[config.mk]
export PLATFORM = sky130hd
export DESIGN_NAME = phase_clk_div
export DESIGN_NICKNAME = d
export VERILOG_FILES = /design/src/rtl/pcd_pkg.sv /design/src/rtl/pcd_start_ctl.sv /design/src/rtl/pcd_period_ctr.sv /design/src/rtl/pcd_out_sel.sv /design/src/rtl/phase_clk_div.sv
export SDC_FILE = /design/constraint.sdc
export NUM_CORES = 1
export LEC_CHECK = 0
export ABC_AREA = 1
export BUFFER_PORTS_ARGS = -buffer_cell sky130_fd_sc_hd__clkbuf_2
export CAP_MARGIN = 30
export CELL_PAD_IN_SITES_DETAIL_PLACEMENT = 1
export CELL_PAD_IN_SITES_GLOBAL_PLACEMENT = 2
export CORE_MARGIN = 1
export CORE_UTILIZATION = 28
export DETAILED_ROUTE_END_ITERATION = 8
export PLACE_DENSITY = 0.67
export SLEW_MARGIN = 0
export SYNTH_ARGS = -nofsm -noshare
export SYNTH_HDL_FRONTEND = slang
export SYNTH_SLANG_ARGS = --single-unit
export TNS_END_PERCENT = 30
[constraint.sdc]
create_clock -name clk_i -period 3.6 [get_ports clk_i]
set_input_delay 0.18 -clock clk_i [delete_from_list [all_inputs] [get_ports clk_i]]
set_output_delay 0.18 -clock clk_i [all_outputs]
set_load 0.05 [all_outputs]
[src/rtl/pcd_pkg.sv]
package pcd_pkg;

  // Clamp a raw ratio code into the legal divide range.
  function automatic int fit_ratio(int raw, int lo, int hi);
    if (raw < lo) return lo;
    if (raw > hi) return hi;
    return raw;
  endfunction

  // Start offset may not exceed one period minus one cycle.
  function automatic int fit_phase(int raw, int n);
    return (raw > n - 1) ? n - 1 : raw;
  endfunction

  // Number of high input cycles in one output period.
  function automatic int high_len(int n);
    return (n + 1) / 2;
  endfunction

endpackage

[src/rtl/pcd_start_ctl.sv]
module pcd_start_ctl
  import pcd_pkg::*;
#(
  parameter int MIN_RATIO = 2,
  parameter int MAX_RATIO = 32,
  localparam int RW = $clog2(MAX_RATIO + 1),
  localparam int PW = $clog2(MAX_RATIO)
) (
  input  logic          clk_i,
  input  logic          rst_ni,
  input  logic          hold_i,
  input  logic [RW-1:0] ratio_i,
  input  logic [PW-1:0] phase_i,
  output logic          started_o,
  output logic [PW-1:0] wait_o,
  output logic          launch_o
);

  logic [PW-1:0] wait_q;
  logic          started_q;
  int            n_eff;

  assign n_eff = fit_ratio(int'(ratio_i), MIN_RATIO, MAX_RATIO);

  always_ff @(posedge clk_i or negedge rst_ni) begin
    if (!rst_ni) begin
      wait_q    <= '0;
      started_q <= 1'b0;
    end else if (hold_i) begin
      wait_q    <= PW'(fit_phase(int'(phase_i), n_eff));
      started_q <= 1'b0;
    end else if (!started_q) begin
      if (wait_q == '0) started_q <= 1'b1;
      else              wait_q    <= wait_q - 1'b1;
    end
  end

  assign launch_o  = !hold_i && !started_q && (wait_q == '0);
  assign started_o = started_q;
  assign wait_o    = wait_q;

endmodule

[src/rtl/pcd_period_ctr.sv]
module pcd_period_ctr
  import pcd_pkg::*;
#(
  parameter int MIN_RATIO = 2,
  parameter int MAX_RATIO = 32,
  localparam int RW = $clog2(MAX_RATIO + 1)
) (
  input  logic          clk_i,
  input  logic          rst_ni,
  input  logic          hold_i,
  input  logic          launch_i,
  input  logic          started_i,
  input  logic [RW-1:0] ratio_i,
  output logic [RW-1:0] pos_o,
  output logic [RW-1:0] n_o,
  output logic          wrap_o,
  output logic          div_o
);

  logic [RW-1:0] pos_q;
  logic [RW-1:0] n_q;
  logic          div_q;
  logic [RW-1:0] nxt_pos;
  logic [RW-1:0] n_new;

  assign n_new   = RW'(fit_ratio(int'(ratio_i), MIN_RATIO, MAX_RATIO));
  assign nxt_pos = pos_q + 1'b1;
  assign wrap_o  = started_i && !hold_i && (pos_q == n_q - 1'b1);

  always_ff @(posedge clk_i or negedge rst_ni) begin
    if (!rst_ni) begin
      pos_q <= '0;
      n_q   <= RW'(MIN_RATIO);
      div_q <= 1'b0;
    end else if (hold_i) begin
      pos_q <= '0;
      n_q   <= n_new;
      div_q <= 1'b0;
    end else if (launch_i) begin
      pos_q <= '0;
      div_q <= 1'b1;
    end else if (wrap_o) begin
      pos_q <= '0;
      n_q   <= n_new;
      div_q <= 1'b1;
    end else if (started_i) begin
      pos_q <= nxt_pos;
      div_q <= (int'(nxt_pos) < high_len(int'(n_q)));
    end else begin
      div_q <= 1'b0;
    end
  end

  assign pos_o = pos_q;
  assign n_o   = n_q;
  assign div_o = div_q;

endmodule

[src/rtl/pcd_out_sel.sv]
module pcd_out_sel (
  input  logic clk_i,
  input  logic div_i,
  input  logic bypass_i,
  input  logic pwrdn_i,
  output logic clk_o
);

  always_comb begin
    if (pwrdn_i)       clk_o = 1'b0;
    else if (bypass_i) clk_o = clk_i;
    else               clk_o = div_i;
  end

endmodule

[src/rtl/phase_clk_div.sv]
module phase_clk_div #(
  parameter int MIN_RATIO = 2,
  parameter int MAX_RATIO = 32,
  localparam int RW = $clog2(MAX_RATIO + 1),
  localparam int PW = $clog2(MAX_RATIO)
) (
  input  logic          clk_i,
  input  logic          rst_ni,
  input  logic          sync_ni,
  input  logic          pwrdn_i,
  input  logic          bypass_i,
  input  logic [RW-1:0] ratio_i,
  input  logic [PW-1:0] phase_i,
  output logic          clk_o
);

  // Named internal events, also observed by the bound checker.
  logic          hold_req;
  logic          launch;
  logic          wrap;
  logic          started;
  logic [PW-1:0] wait_cnt;
  logic [RW-1:0] pos;
  logic [RW-1:0] n_cur;
  logic          div_q;

  assign hold_req = !sync_ni || pwrdn_i;

  pcd_start_ctl #(
    .MIN_RATIO(MIN_RATIO),
    .MAX_RATIO(MAX_RATIO)
  ) u_start (
    .clk_i    (clk_i),
    .rst_ni   (rst_ni),
    .hold_i   (hold_req),
    .ratio_i  (ratio_i),
    .phase_i  (phase_i),
    .started_o(started),
    .wait_o   (wait_cnt),
    .launch_o (launch)
  );

  pcd_period_ctr #(
    .MIN_RATIO(MIN_RATIO),
    .MAX_RATIO(MAX_RATIO)
  ) u_period (
    .clk_i    (clk_i),
    .rst_ni   (rst_ni),
    .hold_i   (hold_req),
    .launch_i (launch),
    .started_i(started),
    .ratio_i  (ratio_i),
    .pos_o    (pos),
    .n_o      (n_cur),
    .wrap_o   (wrap),
    .div_o    (div_q)
  );

  pcd_out_sel u_out (
    .clk_i   (clk_i),
    .div_i   (div_q),
    .bypass_i(bypass_i),
    .pwrdn_i (pwrdn_i),
    .clk_o   (clk_o)
  );

endmodule

# Word-level counts from Yosys, hierarchy flattened
# Index checks and enable logic that the tools add are counted.
dict set report word_totals {
  output_inout_bits 1
  inputBits 16
  ff_bits 19
}
dict set report op_classes {
  n_mux 27
  reduce_logical 13
  n_lt_le_gt_ge 4
  bitwise_logic 1
  n_addsub 6
  eq_ne 4
}
# operator n
set op_table {}
lappend op_table {{$mux W32} 2}
lappend op_table {{$mux W6} 8}
lappend op_table {{$add A32 B1 Y32} 1}
lappend op_table {{$gt A6 B32 Y1} 1}
lappend op_table {{$lt A7 B32 Y1} 1}
lappend op_table {{$sub A32 B2 Y32 const B} 1}
lappend op_table {{$mux W5} 4}
lappend op_table {{$mux W1} 12}
lappend op_table {{$add A6 B1 Y7 const B} 1}
lappend op_table {{$add A6 B1 Y6 const B} 1}
lappend op_table {{$eq A6 B6 Y1} 1}
lappend op_table {{$gt A6 B6 Y1 const B} 1}
lappend op_table {{$lt A6 B2 Y1 const B} 1}
lappend op_table {{$ne A2 B1 Y1 const B} 3}
lappend op_table {{$sub A6 B1 Y6 const B} 1}
lappend op_table {{$logic_not A5 Y1} 1}
lappend op_table {{$sub A5 B1 Y5 const B} 1}
lappend op_table {{$logic_and A1 B1 Y1} 4}
lappend op_table {{$reduce_and A2 Y1} 2}
lappend op_table {{$reduce_bool A4 Y1} 1}
lappend op_table {{$logic_not A1 Y1} 3}
lappend op_table {{$mux W2} 1}
lappend op_table {{$reduce_bool A2 Y1} 1}
lappend op_table {{$and A1 B1 Y1 const A} 1}
lappend op_table {{$logic_or A1 B1 Y1} 1}

# Logic depth before layout (Yosys ltp)
# Gate-level depths: netlist of run 1.
dict set report logic_depth {
  ltp_word 9
  ltp_mapped 19
  ltp_nobuf 19
}

# Modules after synthesis
# Synthesis of run 1 repeated with hierarchy kept, for this count alone.
dict set report unflattened {
  cells_unflattened 287
  area_unflattened_um2 1983.2
}
# mod n_inst seq_area_each_um2 area_each_um2 cells_each
set modules_own_cells {}
lappend modules_own_cells {pcd_period_ctr 1 326.6 1139.8 162}
lappend modules_own_cells {pcd_start_ctl 1 150.1 810.8 117}
lappend modules_own_cells {pcd_out_sel 1 0.0 25.0 6}
lappend modules_own_cells {phase_clk_div 1 0.0 7.5 2}

==> out/qor.txt, run 1 <==
Synth area leader -> dfrtp_1
Starting DRT DRC Count -> 35
Vias per inst -> 4.56
Setup Buffers After CTS -> 0
Die ar. -> 0.00639 mm2
CTS Root Cell -> clkbuf_8
Pre-CTS setup slack -> 0.999 ns
Detailed placement HPWL -> 3390 um
Relative slew slack -> 65.8%
Multi-input logic area -> 0.00105 mm2
Hold Slack -> 0.230 ns
Worst min-delay path category -> in2reg
Post-synthesis instance total -> 238
Crit-path max FO -> 10
Post-DP Area -> 0.00186 mm2
Largest cells by area after synthesis -> dfrtp_1 (26%), nand2_1 (13%), ha_1 (11%), inv_1 (7.9%), xor2_1 (7.2%)
Initial antenna violation count -> 0
IO Port Bufs -> 16
Cts repair resizes -> 0
Worst-case clock skew -> 0.00196 ns
# H-tree levels -> 1
Syn Area/Cell -> 7.15 um2
Most frequent cell after synthesis -> nand2_1
Reg area -> 477 um2
Gr ovfl total -> 0
Die Height -> 80.0 um
CP Data Required Time -> 3.42 ns
Total CTS buffers -> 3
Launch point of the worst path -> clk_i
ANT nets after route -> 0
Primary FF master, synth -> dfrtp_1
WS Path Type -> clk2out
YS warnings -> 0
# DRC -> 1
Power consumption -> 0.605 mW
DR vias -> 1,515
Cell area after layout -> 0.00191 mm2
Row count -> 28
Share of layout cells above drive strength 1 -> 12.8%
Fin cells -> 332
Pleak -> 0.996 nW
Inst Count DP -> 327
Post-synth top cells -> nand2_1 (59), inv_1 (36), nand3_1 (19), dfrtp_1 (18), nor2_1 (16)
Gr usage total -> 14.5%
Final wirelength -> 4120 um
Ant diodes -> 0
Core ar. -> 0.00589 mm2
Final setup fails -> 0
Reg-to-reg endpoint -> u_period.pos_o[5]
Routability Congestion -> 0.760
Critical path arrival -> 2.42 ns
CP Capture Type -> output port
Die X-Extent -> 80.0 um
Wire per inst -> 12.4 um
Worst-Margin Slew -> 0.513 ns
Share of the synthesized area in the top cell type -> 26.5%
# Max-Cap Violations -> 0
Cell variety after synth -> 30
RSZ-0062 raised after global routing -> false
Reg2reg setup slack -> 1.14 ns
Setup TNS -> 0 ns
Vias in the first global route -> 1,574
Pins Over Slew Limit -> 0
Hold Buf Count CTS -> 1
Worst-skew pair later-pin latency -> 0.27 ns
First-pass GRT wire length -> 7170 um
Outcome -> finished with violations
Nets -> 289
Starting density of the core -> 28.9%
Layout area overhead -> 12.5%
Filler cells -> 767
Cell area power density -> 316 mW/mm2
I/O pin cnt -> 17
Worst reg2reg path depth -> 12
Post-Syn Area -> 0.00170 mm2
RR Startpoint -> u_period.n_o[1]
Sequential share of the synthesized area -> 28.0%
CTS tree -> done
Largest net degree at the start of global routing -> 20
Number of synthesized flops with an enable pin -> 0
Initial DRT Pass Iterations -> 5
Yosys reg bits -> 19
Fin worst setup slack -> 1.00 ns
Clock slew at reported path FFs -> 0.08 ns
Worst vdd ir -> 0.108 mV
Fin util -> 32.5%
Post-synth ARST share -> 100%
Setup crit start kind -> clock port
Failing checks -> design-rule violations
Clock Path Buffers -> 2
Fin. Hold Viols -> 0
Capture point of the critical path -> clk_o
Synth Net Count -> 269
-- worst min-delay path by stage --
stage | startpoint | to | slack, ns | depth (start not counted)
CTS | ratio_i[5] | u_period.n_o[5] | 0.22 | 3
floorplan | rst_ni | u_period.div_o | -0.12 | 0
detailed placement | rst_ni | u_period.pos_o[1] | 0.18 | 1
global route | ratio_i[5] | u_period.n_o[5] | 0.26 | 3
finish | ratio_i[5] | u_period.n_o[5] | 0.23 | 3
global placement | rst_ni | u_period.pos_o[1] | 0.19 | 1
-- logic make-up (layout without fill, tap and decap cells) --
kind of cell	after synthesis	count (layout)	synth area share, %
AO/OA/AOI/OAI	30	30	10.4
flip-flops	19	19	28.0
XOR/XNOR	20	20	10.3
adder cells (fa/ha/maj)	15	15	11.0
AND/OR/NAND/NOR	111	111	30.3
buffers and inverters	43	62	10.0
-- routing by layer --
layer | vias to the layer above | global-route usage [%] | share of wire, %
met5 | - | 0 | 0
met4 | 0 | 5.18 | 1.6
met3 | 5 | 1.37 | 2.1
met2 | 19 | 24.5 | 46
met1 | 692 | 18.9 | 50
li1 | 799 | - | -
-- layout by cell type (no fill, tap or decap), types with 3 or more instances in the layout --
cell	Yosys	layout
inv_1	36	36
clkbuf_8	0	3
xnor2_1	6	6
a21oi_1	5	5
nand2_1	59	59
ha_1	15	15
nand4_1	5	5
nand3_1	19	19
inv_2	5	5
nor2_1	16	16
dfrtp_1	18	18
xor2_1	14	14
o21ai_0	13	13
nor3_1	3	3
clkbuf_2	0	16
o21ai_1	5	5
-- layout make-up --
class	count	share of cell area, %
Timing Repair Buffer	16	4.44
Sequential cell	19	24.9
Tap cell	75	4.90
Clock inverter	2	0.392
Inverter	40	7.84
Multi-Input combinational cell	176	55.1
Clock buffer	4	2.42
-- power breakdown --
group	switching [mW]	total [mW]	internal (mW)
logic	0.109	0.182	0.0724
registers	0.0162	0.247	0.231
clock network	0.0969	0.177	0.0799
total	0.222	0.605	0.383
-- flip-flops by register name, indices dropped and copies added (netlist names) --
signal / cells
u_period.n_o: 6
u_period.pos_o: 6
u_start.wait_o: 5
u_period.div_o: 1
u_start.started_o: 1
-- critical path, stage by stage --
cell,delay (ns)
clkbuf_8,0.12
clkbuf_8,0.16
inv_1,0.05
a21oi_1,0.05
clkbuf_2,0.23
Note: power is estimated with default switching activity, not from simulation.
==> run 2, diff against run 1 <==
PLACE_DENSITY = 0.7   (was 0.67)
clock period = 2.35 ns   (was 3.6 ns; I/O delays follow)
==> out/qor.txt, run 2 (same netlist as run 1, synthesis figures left out) <==
Gr usage total -> 14.9% (+0.38 points)
Clock slew at reported path FFs -> 0.08 ns (about the same)
RSZ-0062 raised after global routing -> false
Final wirelength -> 4090 um (-0.78%)
Failing checks -> design-rule violations
Power consumption -> 0.976 mW (+61%)
Vias in the first global route -> 1,673 (+6.3%)
Setup TNS -> 0 ns (unchanged)
Final setup fails -> 0 (unchanged)
IO Port Bufs -> 16 (unchanged)
Most common cell after layout, fill and taps aside -> nand2_1
Commonest non-fill, non-tap cells in the layout -> nand2_1 (59), inv_1 (34), nand3_1 (18), dfrtp_1 (18), clkbuf_2 (16)
Starting DRT DRC Count -> 42 (+20%)
Core ar. -> 0.00589 mm2 (unchanged)
Cell area power density -> 472 mW/mm2 (+49%)
Detailed placement HPWL -> 3410 um (+0.45%)
Worst-Margin Slew -> 0.518 ns (+0.00426 ns)
Die Height -> 80.0 um (unchanged)
Share of layout cells above drive strength 1 -> 20.1% (+7.2 points)
Worst-case clock skew -> 0.00215 ns (+0.000193 ns)
Relative slew slack -> 65.5% (-0.28 points)
Die ar. -> 0.00639 mm2 (unchanged)
Initial antenna violation count -> 0 (unchanged)
Row count -> 28 (unchanged)
# H-tree levels -> 1 (unchanged)
# DRC -> 2 (+1)
Setup crit start kind -> flip-flop
Fin cells -> 344 (+3.6%)
WS Path Type -> reg2reg
Crit path top cell by count -> nand3_1
# Max-Cap Violations -> 0 (unchanged)
Crit path max-delay cell type -> dfstp_2
Worst min-delay path category -> in2reg
CP max stage delay -> 0.57 ns (+0.34 ns)
Largest net degree at the start of global routing -> 20 (unchanged)
Inst Count DP -> 338 (+3.4%)
Routability Congestion -> 0.755 (-0.68%)
Fin. Hold Viols -> 0 (unchanged)
Final min period -> 2.15 ns
Nets -> 301 (+4.2%)
Pins Over Slew Limit -> 0 (unchanged)
Crit-path leading delay family -> simple AND/OR/NAND/NOR gates
First-pass GRT wire length -> 7390 um (+3.1%)
Max Clk Rate -> 465 MHz
Clock Path Buffers -> 2 (unchanged)
Gr ovfl total -> 0 (unchanged)
Outcome -> finished with violations
Starting density of the core -> 28.9% (unchanged)
Wire per inst -> 11.9 um (-4.2%)
CP Capture Type -> flip-flop
Cell area after layout -> 0.00207 mm2 (+8.2%)
Post-DP Area -> 0.00195 mm2 (+5.1%)
Die X-Extent -> 80.0 um (unchanged)
CP Data Required Time -> 2.54 ns (-0.88 ns)
Total CTS buffers -> 3 (unchanged)
Vias per inst -> 4.52 (-1.0%)
Worst-skew pair later-pin latency -> 0.26 ns (about the same)
Hold Slack -> 0.194 ns (-0.0361 ns)
Crit share post-route -> 91.6%
Ant diodes -> 0 (unchanged)
Critical path, cell by cell -> inv_2, ha_4, nand3_2, xor2_2, or2_1, nand3_1, nor4_2, nand3_1, nand2_2, buf_12, nor2_1, a21oi_1
I/O pin cnt -> 17 (unchanged)
CTS Root Cell -> clkbuf_8
ANT nets after route -> 0 (unchanged)
CTS tree -> done
Initial DRT Pass Iterations -> 6 (+1)
Crit path buf inv count -> 2 (-2)
Worst vdd ir -> 0.154 mV (+42%)
Critical path arrival -> 2.35 ns (-0.07 ns)
Crit-path max FO -> 12 (+2)
Pleak -> 1.07 nW (+7.3%)
Layout area overhead -> 21.7%
DR vias -> 1,554 (+2.6%)
==> run 2: area by class of cell <==
cell class	count	area, um2
Inverter	40	150
Fill cell	764	3810
Timing Repair Buffer	28	188
Clock buffer	5	60.1
Tap cell	75	93.8
Multi-Input combinational cell	176	1100
Clock inverter	1	3.75
Sequential cell	19	477
==> run 2: metrics by stage <==
stage	setup WS, ns	utilization (%)
3_3_place_gp	0.0452	33.2
5_1_grt	0.0136	35.2
3_5_place_dp	-0.0169	33.2
2_1_floorplan	0.250	-
4_1_cts	0.0652	34.4
6_report	0.198	35.2
==> run 2: per-layer routing <==
| metal | up-vias | GRT usage [%] | share of wire, % |
|---|---|---|---|
| met4 | 0 | 4.64 | 0.95 |
| met2 | 17 | 26.8 | 48 |
| met1 | 710 | 18.4 | 49 |
| li1 | 825 | - | - |
| met5 | - | 0 | 0 |
| met3 | 2 | 1.37 | 2.0 |
==> run 2: worst paths after layout <==
path	from	cells after the start	end	slack, ns
setup / recovery	u_period.n_o[1]	12	u_period.n_o[1]	0.20
hold / removal	phase_i[1]	5	u_start.wait_o[1]	0.19
setup reg to reg	u_period.n_o[1]	12	u_period.n_o[1]	0.20
hold reg to reg	u_start.wait_o[1]	2	u_start.wait_o[1]	0.53
max in group asynchronous	rst_ni	2	u_period.n_o[1]	1.63
min in group asynchronous	rst_ni	2	u_period.pos_o[4]	0.36
==> run 2: timing repair <==
item	4_1_cts	5_1_grt
hold buffers	1	0
hold endpoints to repair	18	0
buffers inserted	0	1
setup endpoints to repair	4	7
pin swaps	0	2
cloned	0	0
resized for setup	1	10
==> run 2: power by group <==
| part | internal, mW | leakage (nW) | switching, mW |
|---|---|---|---|
| Clock | 0.155 | 0.0405 | 0.137 |
| Sequential | 0.353 | 0.244 | 0.0268 |
| Combinational | 0.130 | 0.785 | 0.174 |
==> run 2: worst min-delay path: stages <==
cell and delay [ns]:
clkbuf_2 0.10, nand2_1 0.05, nand2_1 0.05, o21ai_1 0.05, nand2_1 0.05
==> run 3, diff against run 2 <==
BUFFER_PORTS_ARGS = -buffer_cell sky130_fd_sc_hd__buf_2   (was -buffer_cell sky130_fd_sc_hd__clkbuf_2)
PLACE_DENSITY = 0.67   (was 0.7)
SLEW_MARGIN = 20   (was 0)
clock period = 2 ns   (was 2.35 ns; I/O delays follow)
==> out/qor.txt, run 3 (same netlist as run 1, synthesis figures left out) <==
Outcome -> finished with violations
Failing checks -> design-rule violations, negative setup slack
Routability Congestion -> 0.794 (+5.2%)
Detailed placement HPWL -> 3620 um (+6.3%)
WHS Path Cells -> 5 (unchanged)
CP Capture Type -> flip-flop
I/O pin cnt -> 17 (unchanged)
Worst vdd ir -> 0.295 mV (+92%)
Starting density of the core -> 28.9% (unchanged)
Clock Path Buffers -> 2 (unchanged)
Max Clk Rate -> 461 MHz (-0.73%)
Fin worst setup slack -> -0.168 ns (-0.366 ns)
# H-tree levels -> 1 (unchanged)
Critical path arrival -> 2.37 ns (+0.02 ns)
Die Height -> 80.0 um (unchanged)
Relative slew slack -> 69.9% (+4.4 points)
Sequential share of power -> 34.8% (-4.1 points)
First-pass GRT wire length -> 7560 um (+2.3%)
Comb pwr share -> 37.6% (+6.4 points)
Starting DRT DRC Count -> 65 (+55%)
Vias per inst -> 4.48 (-0.90%)
Net switching power -> 0.467 mW (+38%)
Pleak -> 1.21 nW (+13%)
Gr usage total -> 15.2% (+0.39 points)
WS Path Type -> reg2reg
Wire per inst -> 12.8 um (+7.8%)
Power share of the clock group -> 27.6% (-2.3 points)
Final min period -> 2.17 ns (+0.0159 ns)
Largest net degree at the start of global routing -> 20 (unchanged)
ANT nets after route -> 0 (unchanged)
RSZ-0062 raised after global routing -> true
Row count -> 28 (unchanged)
CTS tree -> done
Initial antenna violation count -> 0 (unchanged)
Ant diodes -> 0 (unchanged)
CTS Root Cell -> clkbuf_8
Pins Over Slew Limit -> 0 (unchanged)
DR vias -> 1,634 (+5.1%)
Cell area power density -> 527 mW/mm2 (+12%)
Worst-case clock skew -> 0.00937 ns (+0.00722 ns)
Worst-Margin Slew -> 0.452 ns (-0.0654 ns)
# Max-Cap Violations -> 0 (unchanged)
Vias in the first global route -> 1,728 (+3.3%)
CP Data Required Time -> 2.20 ns (-0.34 ns)
Worst reg2reg path depth -> 11 (-1)
Worst min-delay path category -> in2reg
Fin. Hold Viols -> 0 (unchanged)
Final setup fails -> 13 (+13)
# DRC -> 2 (unchanged)
Crit-path max FO -> 6 (-6)
IO Port Bufs -> 16 (unchanged)
Total CTS buffers -> 3 (unchanged)
Die ar. -> 0.00639 mm2 (unchanged)
Share of layout cells above drive strength 1 -> 36.9% (+17 points)
Power consumption -> 1.29 mW (+32%)
Commonest non-fill, non-tap cells in the layout -> nand2_1 (52), inv_1 (34), buf_4 (30), dfrtp_1 (17), buf_2 (16)
Most common cell after layout, fill and taps aside -> nand2_1
Layout area overhead -> 43.2%
Die X-Extent -> 80.0 um (unchanged)
Core ar. -> 0.00589 mm2 (unchanged)
Hold Slack -> 0.190 ns (-0.00412 ns)
Nets -> 322 (+7.0%)
Crit share post-route -> 108% (+17 points)
Initial DRT Pass Iterations -> 6 (unchanged)
Clock slew at reported path FFs -> 0.09 ns (about the same)
Gr ovfl total -> 0 (unchanged)
Final wirelength -> 4680 um (+14%)
Int Pwr -> 0.819 mW (+28%)
Sw frac -> 36.3% (+1.7 points)
Worst-skew pair later-pin latency -> 0.27 ns (about the same)
Setup crit start kind -> flip-flop
==> run 3: cell count changes in the layout (fill, tap and decap cells not counted), sizes merged <==
| cell | change |
|---|---|
| clkbuf | -16 |
| buf | +37 |
==> run 3: cell type report <==
| class | count | area [um2] |
|---|---|---|
| clock inverter | 1 | 3.75 |
| clock buffer | 5 | 60.1 |
| timing repair buffer | 49 | 344 |
| multi-input combinational | 176 | 1310 |
| sequential | 19 | 478 |
| inverter | 40 | 150 |
| tap | 75 | 93.8 |
| fill | 744 | 3450 |
==> run 3: power by group through the flow <==
stage | registers [mW] | clock network, mW | logic (mW)
after detailed placement | 0.450 | 0.0255 | 0.386
after global routing | 0.452 | 0.384 | 0.542
after floorplan | 0.445 | 0.0225 | 0.248
after global placement | 0.450 | 0.0255 | 0.380
after CTS | 0.444 | 0.362 | 0.432
final | 0.447 | 0.355 | 0.483
==> run 3: worst max-delay path: stages (launching register included) <==
cell and delay [ns]:
dfstp_2 0.57, inv_2 0.06, ha_4 0.16, buf_6 0.12
xnor2_4 0.14, xor2_2 0.19, nor4_4 0.32, nand3_2 0.15
nand2_4 0.12, buf_4 0.16, nand2_1 0.05, o21ai_1 0.06
==> run 3: layer usage <==
metal,track usage [%],vias up,part of all wire [%]
met3,1.03,0,1.0
met1,17.8,754,46
met5,0,-,0
met2,29.4,16,53
met4,4.11,0,0
li1,-,864,-
==> run 3: path summary, 6_finish.rpt <==
| check | startpoint | end | slack, ns |
|---|---|---|---|
| max | u_period.n_o[1] | u_period.n_o[2] | -0.17 |
| min | phase_i[0] | u_start.wait_o[0] | 0.19 |
| max reg2reg | u_period.n_o[1] | u_period.n_o[2] | -0.17 |
| min reg2reg | u_start.wait_o[4] | u_start.wait_o[4] | 0.51 |
| max in group asynchronous | rst_ni | u_period.n_o[1] | 1.36 |
| min in group asynchronous | rst_ni | u_period.pos_o[0] | 0.30 |
==> run 3: per-stage QoR <==
stage	util [%]	setup WS, ns	instance area [um2]	instances	TNS (ns)
4_1_cts	38.5	-0.182	2260	363	-2.20
5_1_grt	41.4	-0.279	2440	365	-3.83
3_3_place_gp	35.2	-0.402	2070	354	-4.84
2_1_floorplan	-	0.000152	1710	238	0
6_report	41.4	-0.168	2440	365	-1.84
3_5_place_dp	35.2	-0.404	2070	354	-5.24
==> run 3: repair_timing <==
| item | in CTS | in global routing |
|---|---|---|
| hold buffers | 1 | 0 |
| resized for setup | 28 | 35 |
| endpoints found under the setup margin | 18 | 18 |
| buffers inserted | 3 | 2 |
| hold endpoints to repair | 18 | 0 |
| gates cloned | 1 | 0 |
| pin swaps | 12 | 26 |
